--- config.mk ---
export PLATFORM = sky130hd
export DESIGN_NAME = lsbj_audio_tx
export DESIGN_NICKNAME = d
export VERILOG_FILES = /design/src/rtl/lsbj_pkg.sv /design/src/rtl/lsbj_clkgen.sv /design/src/rtl/lsbj_stage.sv /design/src/rtl/lsbj_shifter.sv /design/src/rtl/lsbj_audio_tx.sv
export SDC_FILE = /design/constraint.sdc
export NUM_CORES = 1
export LEC_CHECK = 0
export ABC_CLOCK_PERIOD_IN_PS = 2850
export BUFFER_PORTS_ARGS = -buffer_cell sky130_fd_sc_hd__buf_4
export CAP_MARGIN = 20
export CELL_PAD_IN_SITES_DETAIL_PLACEMENT = 1
export CELL_PAD_IN_SITES_GLOBAL_PLACEMENT = 1
export CORE_AREA = 5 5 87 89
export DETAILED_ROUTE_END_ITERATION = 12
export DIE_AREA = 0 0 92 94
export HOLD_SLACK_MARGIN = 0.08
export PLACE_DENSITY = 0.76
export SLEW_MARGIN = 20
export SYNTH_ARGS = -nofsm -noshare
export SYNTH_HDL_FRONTEND = slang
export SYNTH_SLANG_ARGS = --single-unit
--- constraint.sdc ---
create_clock -name clk -period 2.85 [get_ports clk]
set_input_delay 0.4275 -clock clk [delete_from_list [all_inputs] [get_ports clk]]
set_output_delay 0.4275 -clock clk [all_outputs]
set_load 0.1 [all_outputs]
--- src/rtl/lsbj_pkg.sv ---
package lsbj_pkg;
   typedef enum logic {
      PKT_16 = 1'b0,
      PKT_24 = 1'b1
   } pkt_e;

   function automatic int unsigned lsbj_bits(input int unsigned n);
      return (n <= 1) ? 1 : $clog2(n);
   endfunction
endpackage

--- src/rtl/lsbj_clkgen.sv ---
module lsbj_clkgen #(
   parameter int unsigned HALF_DIV  = 2,
   parameter int unsigned SLOT_BITS = 32
) (
   input  logic clk,
   input  logic rst_n,
   input  logic en,
   input  logic ck_idle_high,
   output logic run,
   output logic bit_adv,
   output logic load,
   output logic sck,
   output logic ws
);
   localparam int unsigned PER   = 2 * HALF_DIV;
   localparam int unsigned PH_W  = lsbj_pkg::lsbj_bits(PER);
   localparam int unsigned SB_W  = lsbj_pkg::lsbj_bits(SLOT_BITS);
   localparam int unsigned BI_W  = SB_W + 1;
   localparam logic [PH_W-1:0] PH_LAST = PH_W'(PER - 1);
   localparam logic [PH_W-1:0] PH_MID  = PH_W'(HALF_DIV);

   logic              run_q;
   logic [PH_W-1:0]   ph_q;
   logic [BI_W-1:0]   bidx_q;
   logic [BI_W-1:0]   bidx_nxt;
   logic              slot_end;
   logic              hi_half;

   always_ff @(posedge clk or negedge rst_n) begin
      if (!rst_n) begin
         run_q  <= 1'b0;
         ph_q   <= '0;
         bidx_q <= '0;
      end else if (!en) begin
         run_q  <= 1'b0;
         ph_q   <= '0;
         bidx_q <= '0;
      end else if (!run_q) begin
         run_q  <= 1'b1;
         ph_q   <= '0;
         bidx_q <= '0;
      end else if (ph_q == PH_LAST) begin
         ph_q   <= '0;
         bidx_q <= bidx_nxt;
      end else begin
         ph_q   <= ph_q + 1'b1;
      end
   end

   assign bidx_nxt = bidx_q + 1'b1;
   assign slot_end = (bidx_q[SB_W-1:0] == {SB_W{1'b1}});
   assign bit_adv  = run_q && (ph_q == PH_LAST);
   assign load     = en && (!run_q || (bit_adv && slot_end));
   assign hi_half  = run_q && (ph_q >= PH_MID);
   assign sck      = ck_idle_high ^ hi_half;
   assign ws       = run_q && bidx_nxt[BI_W-1];
   assign run      = run_q;
endmodule

--- src/rtl/lsbj_stage.sv ---
module lsbj_stage #(
   parameter int unsigned WORD_W     = 16,
   parameter int unsigned SAMPLE_W   = 24,
   parameter bit          SUPPORT_24 = 1'b1
) (
   input  logic                clk,
   input  logic                rst_n,
   input  logic                pkt24,
   input  logic                wr_en,
   input  logic [WORD_W-1:0]   wr_data,
   input  logic                take,
   output logic [SAMPLE_W-1:0] smp,
   output logic                full,
   output logic                tx_empty
);
   localparam int unsigned HI_W = SAMPLE_W - WORD_W;

   logic [SAMPLE_W-1:0] data_q, data_d;
   logic                full_q, full_d;
   logic                half_q, half_d;
   logic                accept;

   assign accept = wr_en && !full_q;

   generate
      if (SUPPORT_24) begin : g_two_write
         always_comb begin
            data_d = data_q;
            full_d = full_q;
            half_d = half_q;
            if (take) begin
               full_d = 1'b0;
               half_d = 1'b0;
            end
            if (accept) begin
               if (lsbj_pkg::pkt_e'(pkt24) == lsbj_pkg::PKT_24) begin
                  if (!half_d) begin
                     data_d[SAMPLE_W-1:WORD_W] = wr_data[HI_W-1:0];
                     half_d = 1'b1;
                  end else begin
                     data_d[WORD_W-1:0] = wr_data;
                     half_d = 1'b0;
                     full_d = 1'b1;
                  end
               end else begin
                  data_d = {{HI_W{1'b0}}, wr_data};
                  half_d = 1'b0;
                  full_d = 1'b1;
               end
            end
         end
      end else begin : g_one_write
         logic unused_mode;
         assign unused_mode = pkt24;
         always_comb begin
            data_d = data_q;
            full_d = full_q;
            half_d = 1'b0;
            if (take) full_d = 1'b0;
            if (accept) begin
               data_d = {{HI_W{1'b0}}, wr_data};
               full_d = 1'b1;
            end
         end
      end
   endgenerate

   always_ff @(posedge clk or negedge rst_n) begin
      if (!rst_n) begin
         data_q <= '0;
         full_q <= 1'b0;
         half_q <= 1'b0;
      end else begin
         data_q <= data_d;
         full_q <= full_d;
         half_q <= half_d;
      end
   end

   assign smp      = data_q;
   assign full     = full_q;
   assign tx_empty = !full_q;
endmodule

--- src/rtl/lsbj_shifter.sv ---
module lsbj_shifter #(
   parameter int unsigned SLOT_BITS = 32,
   parameter int unsigned WORD_W    = 16,
   parameter int unsigned SAMPLE_W  = 24
) (
   input  logic                clk,
   input  logic                rst_n,
   input  logic                en,
   input  logic                load,
   input  logic                have,
   input  logic                pkt24,
   input  logic                shift,
   input  logic [SAMPLE_W-1:0] smp,
   output logic                sd
);
   logic [SLOT_BITS-1:0] pad16, pad24, sreg_q;

   genvar gi;
   generate
      for (gi = 0; gi < SLOT_BITS; gi++) begin : g_pad
         if (gi < WORD_W) begin : g_lo
            assign pad16[gi] = smp[gi];
         end else begin : g_lo_z
            assign pad16[gi] = 1'b0;
         end
         if (gi < SAMPLE_W) begin : g_wide
            assign pad24[gi] = smp[gi];
         end else begin : g_wide_z
            assign pad24[gi] = 1'b0;
         end
      end
   endgenerate

   always_ff @(posedge clk or negedge rst_n) begin
      if (!rst_n) begin
         sreg_q <= '0;
      end else if (!en) begin
         sreg_q <= '0;
      end else if (load) begin
         if (!have)      sreg_q <= '0;
         else if (pkt24) sreg_q <= pad24;
         else            sreg_q <= pad16;
      end else if (shift) begin
         sreg_q <= {sreg_q[SLOT_BITS-2:0], 1'b0};
      end
   end

   assign sd = sreg_q[SLOT_BITS-1];
endmodule

--- src/rtl/lsbj_audio_tx.sv ---
module lsbj_audio_tx #(
   parameter int unsigned HALF_DIV   = 2,
   parameter int unsigned SLOT_BITS  = 32,
   parameter int unsigned WORD_W     = 16,
   parameter int unsigned SAMPLE_W   = 24,
   parameter bit          SUPPORT_24 = 1'b1
) (
   input  logic              clk,
   input  logic              rst_n,
   input  logic              en,
   input  logic              pkt24,
   input  logic              ck_idle_high,
   input  logic              wr_en,
   input  logic [WORD_W-1:0] wr_data,
   output logic              tx_empty,
   output logic              underrun,
   output logic              sck,
   output logic              ws,
   output logic              sd
);
   generate
      if (HALF_DIV < 1) begin : g_bad_div
         $error("HALF_DIV must be at least 1");
      end
      if ((SLOT_BITS & (SLOT_BITS - 1)) != 0 || SLOT_BITS < 2) begin : g_bad_slot
         $error("SLOT_BITS must be a power of two");
      end
      if (SAMPLE_W <= WORD_W || SAMPLE_W > 2 * WORD_W) begin : g_bad_sample
         $error("SAMPLE_W must lie above WORD_W and within two writes");
      end
      if (SLOT_BITS < SAMPLE_W) begin : g_bad_fit
         $error("SLOT_BITS must hold a full sample");
      end
   endgenerate

   logic                run;
   logic                bit_adv;
   logic                load;
   logic                stg_full;
   logic [SAMPLE_W-1:0] smp;
   logic                mode24;
   logic                urun_q;

   assign mode24 = SUPPORT_24 ? pkt24 : 1'b0;

   lsbj_clkgen #(
      .HALF_DIV  (HALF_DIV),
      .SLOT_BITS (SLOT_BITS)
   ) u_clk (
      .clk          (clk),
      .rst_n        (rst_n),
      .en           (en),
      .ck_idle_high (ck_idle_high),
      .run          (run),
      .bit_adv      (bit_adv),
      .load         (load),
      .sck          (sck),
      .ws           (ws)
   );

   lsbj_stage #(
      .WORD_W     (WORD_W),
      .SAMPLE_W   (SAMPLE_W),
      .SUPPORT_24 (SUPPORT_24)
   ) u_stage (
      .clk      (clk),
      .rst_n    (rst_n),
      .pkt24    (pkt24),
      .wr_en    (wr_en),
      .wr_data  (wr_data),
      .take     (load),
      .smp      (smp),
      .full     (stg_full),
      .tx_empty (tx_empty)
   );

   lsbj_shifter #(
      .SLOT_BITS (SLOT_BITS),
      .WORD_W    (WORD_W),
      .SAMPLE_W  (SAMPLE_W)
   ) u_shift (
      .clk   (clk),
      .rst_n (rst_n),
      .en    (en),
      .load  (load),
      .have  (stg_full),
      .pkt24 (mode24),
      .shift (bit_adv),
      .smp   (smp),
      .sd    (sd)
   );

   always_ff @(posedge clk or negedge rst_n) begin
      if (!rst_n)                urun_q <= 1'b0;
      else if (!en)              urun_q <= 1'b0;
      else if (load && !stg_full) urun_q <= 1'b1;
   end

   assign underrun = urun_q;
endmodule

Word-level counts from Yosys, hierarchy flattened
Cells that the tools add are included.
Widths: inputs -> output; s select.

storage, ports and cells
  output and inout port bits = 5
  logic and storage cells = 57
  register bits = 68

cells by class
  reductions and logical operators = 12
  $add $sub $neg = 2
  order comparisons = 1
  bitwise logic cells = 1
  muxes and demuxes = 25
  eq/ne operators = 7

operators by type and width
  kind                 number
  $mux 32              4
  $mux 24              2
  $mux 6               3
  $mux 16              1
  $mux 1               11
  $mux 8               1
  $logic_and 1x1->1    7
  $add 6x1->6 const B  1
  $mux 2               3
  $eq 5x5->1 const B   1
  $ne 2x1->1 const B   2
  $reduce_and 2->1     2
  $ne 3x1->1 const B   1
  $ne 3x3->1 const B   1
  $add 2x1->2 const B  1
  $eq 2x2->1 const B   1
  $ge 2x2->1 const B   1
  $logic_not 1->1      2
  $ne 2x2->1 const B   1
  $logic_or 1x1->1     1
  $xor 1x1->1          1

Longest topological paths before layout
  depth after elaboration = 9
  mapped depth = 8
  gate-level depth less buffers = 7

Cells and area by module
From an unflattened synthesis, not the netlist that was laid out.

second synthesis, totals
  cells, all modules = 297
  area, all modules = 3331.9 sq um

modules (own cells, without submodules)
  module         times used  area an instance (sq um)  cells an instance
  lsbj_shifter   1           1679.1                    162
  lsbj_stage     1           1142.3                    89
  lsbj_clkgen    1           464.2                     43
  lsbj_audio_tx  1           46.3                      3

Worst setup path before layout
Ideal clock, no wire load.

  path type = register -> output
  start point = reg u_clk.ph_q[0]
  end point = out sck
  cell stages (with the launch flop) = 5
  setup slack = 0.200 ns
  data arrival time = 2.222 ns
  buffers on the path = 0
  data required time = 2.423 ns
  path through = dfrtp_1 > inv_1 > ha_1 > o21ai_0 > xnor2_1

between the ends
  word-level cells in the longest chain between the ends = 3

ends and longest elaborated chain
  item                      line                 source
  start: declaration        lsbj_clkgen.sv:23    logic [PH_W-1:0] ph_q;
  start signal: assignment  lsbj_clkgen.sv:46    ph_q <= ph_q + 1'b1;
  $ge 2x2->1                lsbj_clkgen.sv:54    assign hi_half = run_q && (ph_q >= PH_MID);
  $logic_and 1x1->1         lsbj_clkgen.sv:54
  $xor 1x1->1               lsbj_clkgen.sv:55    assign sck = ck_idle_high ^ hi_half;
  end: declaration          lsbj_audio_tx.sv:17  output logic sck,

Every way passes these cells.

Worst setup path in the final report
  start point = reg u_clk.bidx_q[0]
  end point = reg u_stage.data_q[3], in the netlist u_stage.smp[3]

between the ends
  word-level cells in the longest chain between the ends = 7

ends and longest elaborated chain
  item                        line               source
  start: declaration          lsbj_clkgen.sv:24  logic [BI_W-1:0] bidx_q;
  start signal: assignment    lsbj_clkgen.sv:44  bidx_q <= bidx_nxt;
  $eq 5x5->1                  lsbj_clkgen.sv:51  assign slot_end = (bidx_q[SB_W-1:0] == {SB_W{1'b1}});
  $logic_and 1x1->1           lsbj_clkgen.sv:53  assign load = en && (!run_q || (bit_adv && slot_end));
  $logic_or 1x1->1            lsbj_clkgen.sv:53
  $logic_and 1x1->1           lsbj_clkgen.sv:53
  $mux 1                      lsbj_stage.sv:31   if (take) begin
  $ne 2x1->1 (no line)        n/a
  $reduce_and 2->1 (no line)  n/a
  end signal: assignment      lsbj_stage.sv:74   data_q <= data_d;
  end: declaration            lsbj_stage.sv:18   logic [SAMPLE_W-1:0] data_q, data_d;

Every way passes these cells.
A chain may end at the register's enable or synchronous reset.

==> flow_metrics.env <==
export IMPL_status="completed"
export IMPL_worstSetupPathType="reg2reg"
export IMPL_synthTopCellsByArea="dfrtp_1 56%, o21ai_0 5.6%, nand2_1 5.2%"
export IMPL_setup_viol=0
export IMPL_clock_path_buffers=2
export IMPL_grt_setup_unrepaired="false"
export IMPL_hold_class="in2async"
export IMPL_io_pins=27
export IMPL_synth_cell_types=31
export IMPL_diodes=0
export IMPL_arrival_ns=2.72
export IMPL_critPathMaxStageDelay_ns=0.51
export IMPL_cpMaxStageDelayCell="o21bai_4"
export IMPL_p_comb_share_pct=19.5
export IMPL_routed_wl_mm=6.65
export IMPL_syn_area_um2=3020
export IMPL_start_util_pct=45.2
export IMPL_hpwl_mm=4.49
export IMPL_syn_inst=278
export IMPL_nNetsFinal=332
export IMPL_port_buffers=26
export IMPL_cts_tree="built"
export IMPL_clk_pin_slew_worst_paths_ns=0.07
export IMPL_clock_sinks=68
export IMPL_ir_worst_vdd_v=0.000406
export IMPL_max_cap_violations=0
export IMPL_syn2layout_area_growth_pct=16.2
export IMPL_yosysTopAreaCell="dfrtp_1"
export IMPL_grt_overflow=0
export IMPL_grt_antenna_before_repair=0
export IMPL_ys_seq_area_share_pct=56.4
export IMPL_clkPwrFrac_pct=32.6
export IMPL_wire_per_inst_um=17.0
export IMPL_syn_nets=304
export IMPL_p_seq_share_pct=47.9
export IMPL_hold_violations=0
export IMPL_avgViaCountPerCell=5.53
export IMPL_grt_pass1_wl_mm=11.3
export IMPL_grt_total_usage_pct=16.6
export IMPL_yosysTopAreaCellShare_pct=56.4
export IMPL_drcViolationCount=0
export IMPL_yosysWarnings=0
export IMPL_place_gp_congestion=0.769
export IMPL_grt_pass1_vias=2267
export IMPL_drt_initial_drc_count=130
export IMPL_placedCellCount=375
export IMPL_p_sw_share_pct=28.3
export IMPL_finalSetupTns_ns=0
export IMPL_final_util_pct=52.5
export IMPL_worstPathRequired_ns=3.07
export IMPL_period_needed_ns=2.50
export IMPL_drive_above_1_share_pct=21.5
export IMPL_dieArea_um2=8650
export IMPL_finalCritPeriodShare_pct=87.8
export IMPL_critPathLaunchType="flip-flop"
export IMPL_p_int_w=0.00192
export IMPL_tightestPinTransition_ns=0.857
export IMPL_cts_resized=0
export IMPL_powerDensity_nw_per_um2=762
export IMPL_cts_setup_buffers=0
export IMPL_ys_ff_latch=68
export IMPL_cts_buffers_inserted=9
export IMPL_mostFrequentLayoutCells="68 x dfrtp_1, 42 x nand2_1, 33 x o21ai_0"
export IMPL_h_tree_depth=3
export IMPL_maxSlewHeadroom_pct=42.9
export IMPL_insertion_delay_ns=0.34
export IMPL_drtPass1Iterations=4
export IMPL_worstPathCellList="ha_1 > and3_1 > ha_1 > a21bo_4 > a21boi_4 > o21bai_4 > mux2_2"
export IMPL_grt_max_degree=69
export IMPL_fin_cells=391
export IMPL_num_rows=30
export IMPL_finClkSkew_ns=0.0130
export IMPL_synth_avg_cell_area_um2=10.9
export IMPL_max_freq_mhz=399
export IMPL_holdBufCountCts=0
export IMPL_die_h_um=94
export IMPL_maxSlewViolCount=0
export IMPL_cp_common_cell="ha_1"
export IMPL_power_leakage_nw=1.68
export IMPL_end_kind="flip-flop"
export IMPL_switchingPower_w=0.000756
export IMPL_path_max_fanout=25
export IMPL_cts_root_buf="clkbuf_8"
export IMPL_die_w_um=92
export IMPL_final_common_cell="dfrtp_1"
export IMPL_num_vias=2164
export IMPL_core_um2=6680
export IMPL_drt_antenna_violating_nets=0
## sequential cells by signal (all words and copies together) (netlist names)
register	flops
u_stage.smp	24
u_stage.full	1
u_clk.run	1
underrun	1
u_clk.ph_q	2
u_shift.sreg_q	32
u_stage.half_q	1
u_clk.bidx_q	6
## synth_stat cells
library cell and count:
and2_0 1, a22oi_1 8, buf_1 1, a311oi_2 1
o21bai_4 1, ha_1 4, inv_1 4, nor3_1 1
nor2_1 10, nand2b_1 1, a22o_1 8, xnor2_1 2
buf_6 1, mux2_4 9, a21boi_4 1, clkbuf_1 9
nor3b_2 1, mux2i_1 2, and3_1 25, xor2_1 4
o21ai_0 34, nand4_1 2, buf_2 3, nand2_1 42
o21a_1 1, dfrtp_1 68, a21oi_1 24, nor2b_1 1
mux2_2 7, a21bo_4 1, nand3_1 1
## routing by layer
metal / global-route usage, % / share of wire (%) / vias to the layer above
li1: - / - / 1033
met5: 0 / 0 / -
met2: 26.2 / 47 / 43
met1: 22.3 / 49 / 1080
met3: 4.17 / 3.1 / 8
met4: 6.06 / 0.92 / 0
## power groups by stage
stage | registers (W) | clock network [W] | logic (W)
finish | 0.00128 | 0.000871 | 0.000522
global route | 0.00130 | 0.000947 | 0.000575
CTS | 0.00128 | 0.000896 | 0.000531
detailed placement | 0.00130 | 0 | 0.000529
global placement | 0.00129 | 0 | 0.000509
floorplan | 0.00125 | 0 | 0.000393
## worst paths after layout
check | start | end | slack [ns] | depth (start not counted)
worst min-delay path | rst_n | u_clk.ph_q[0]$_DFF_PN0_ | 0.21 | 1
worst max register to register | u_clk.bidx_q[0]$_DFFE_PN0P_ | u_stage.smp[3]$_DFFE_PN0P_ | 0.35 | 7
worst max-delay path | u_clk.bidx_q[0]$_DFFE_PN0P_ | u_stage.smp[3]$_DFFE_PN0P_ | 0.35 | 7
max in group asynchronous | rst_n | u_shift.sreg_q[16]$_DFFE_PN0P_ | 2.09 | 1
min in group clk | en | u_clk.run$_DFF_PN0_ | 0.31 | 1
worst min register to register | u_clk.ph_q[0]$_DFF_PN0_ | u_clk.ph_q[0]$_DFF_PN0_ | 0.48 | 1
## critical path, delay by kind of cell (launching register included)
kind | cells | cell delay [ns]
adder cells (fa/ha/maj) | 2 | 0.44
AND/OR/NAND/NOR | 1 | 0.17
AO/OA/AOI/OAI | 3 | 0.96
flip-flops | 1 | 0.42
multiplexers | 1 | 0.40
## kinds of logic after synthesis
kind of cell	after synthesis	share of synthesized area (%)
DFF	68	56.4
adders and majority gates	4	1.66
xor gates and xnor gates	6	1.74
AOI/OAI and AO/OA	79	16.5
buffers and inverters	18	2.61
muxes	18	7.75
and+or+nand+nor	85	13.4
## area by class of cell
type / instances / area [um2]
Fill cell: 744 / 3170
Multi-Input combinational cell: 192 / 1240
Inverter: 4 / 15.0
Clock buffer: 12 / 145
Timing Repair Buffer: 31 / 233
Tap cell: 80 / 100
Clock inverter: 4 / 72.6
Sequential cell: 68 / 1700
## per-stage QoR
| step | instance area [um2] | total power [W] | setup slack (ns) | hold WS (ns) |
|---|---|---|---|---|
| after floorplan | 3020 | 0.00164 | 0.200 | 0.132 |
| after global placement | 3290 | 0.00180 | 0.458 | 0.462 |
| after detailed placement | 3290 | 0.00183 | 0.355 | 0.470 |
| after CTS | 3510 | 0.00271 | 0.346 | 0.234 |
| after global routing | 3510 | 0.00282 | 0.197 | 0.276 |
| final | 3510 | 0.00267 | 0.346 | 0.210 |
Power figures use the tool's default switching activity.
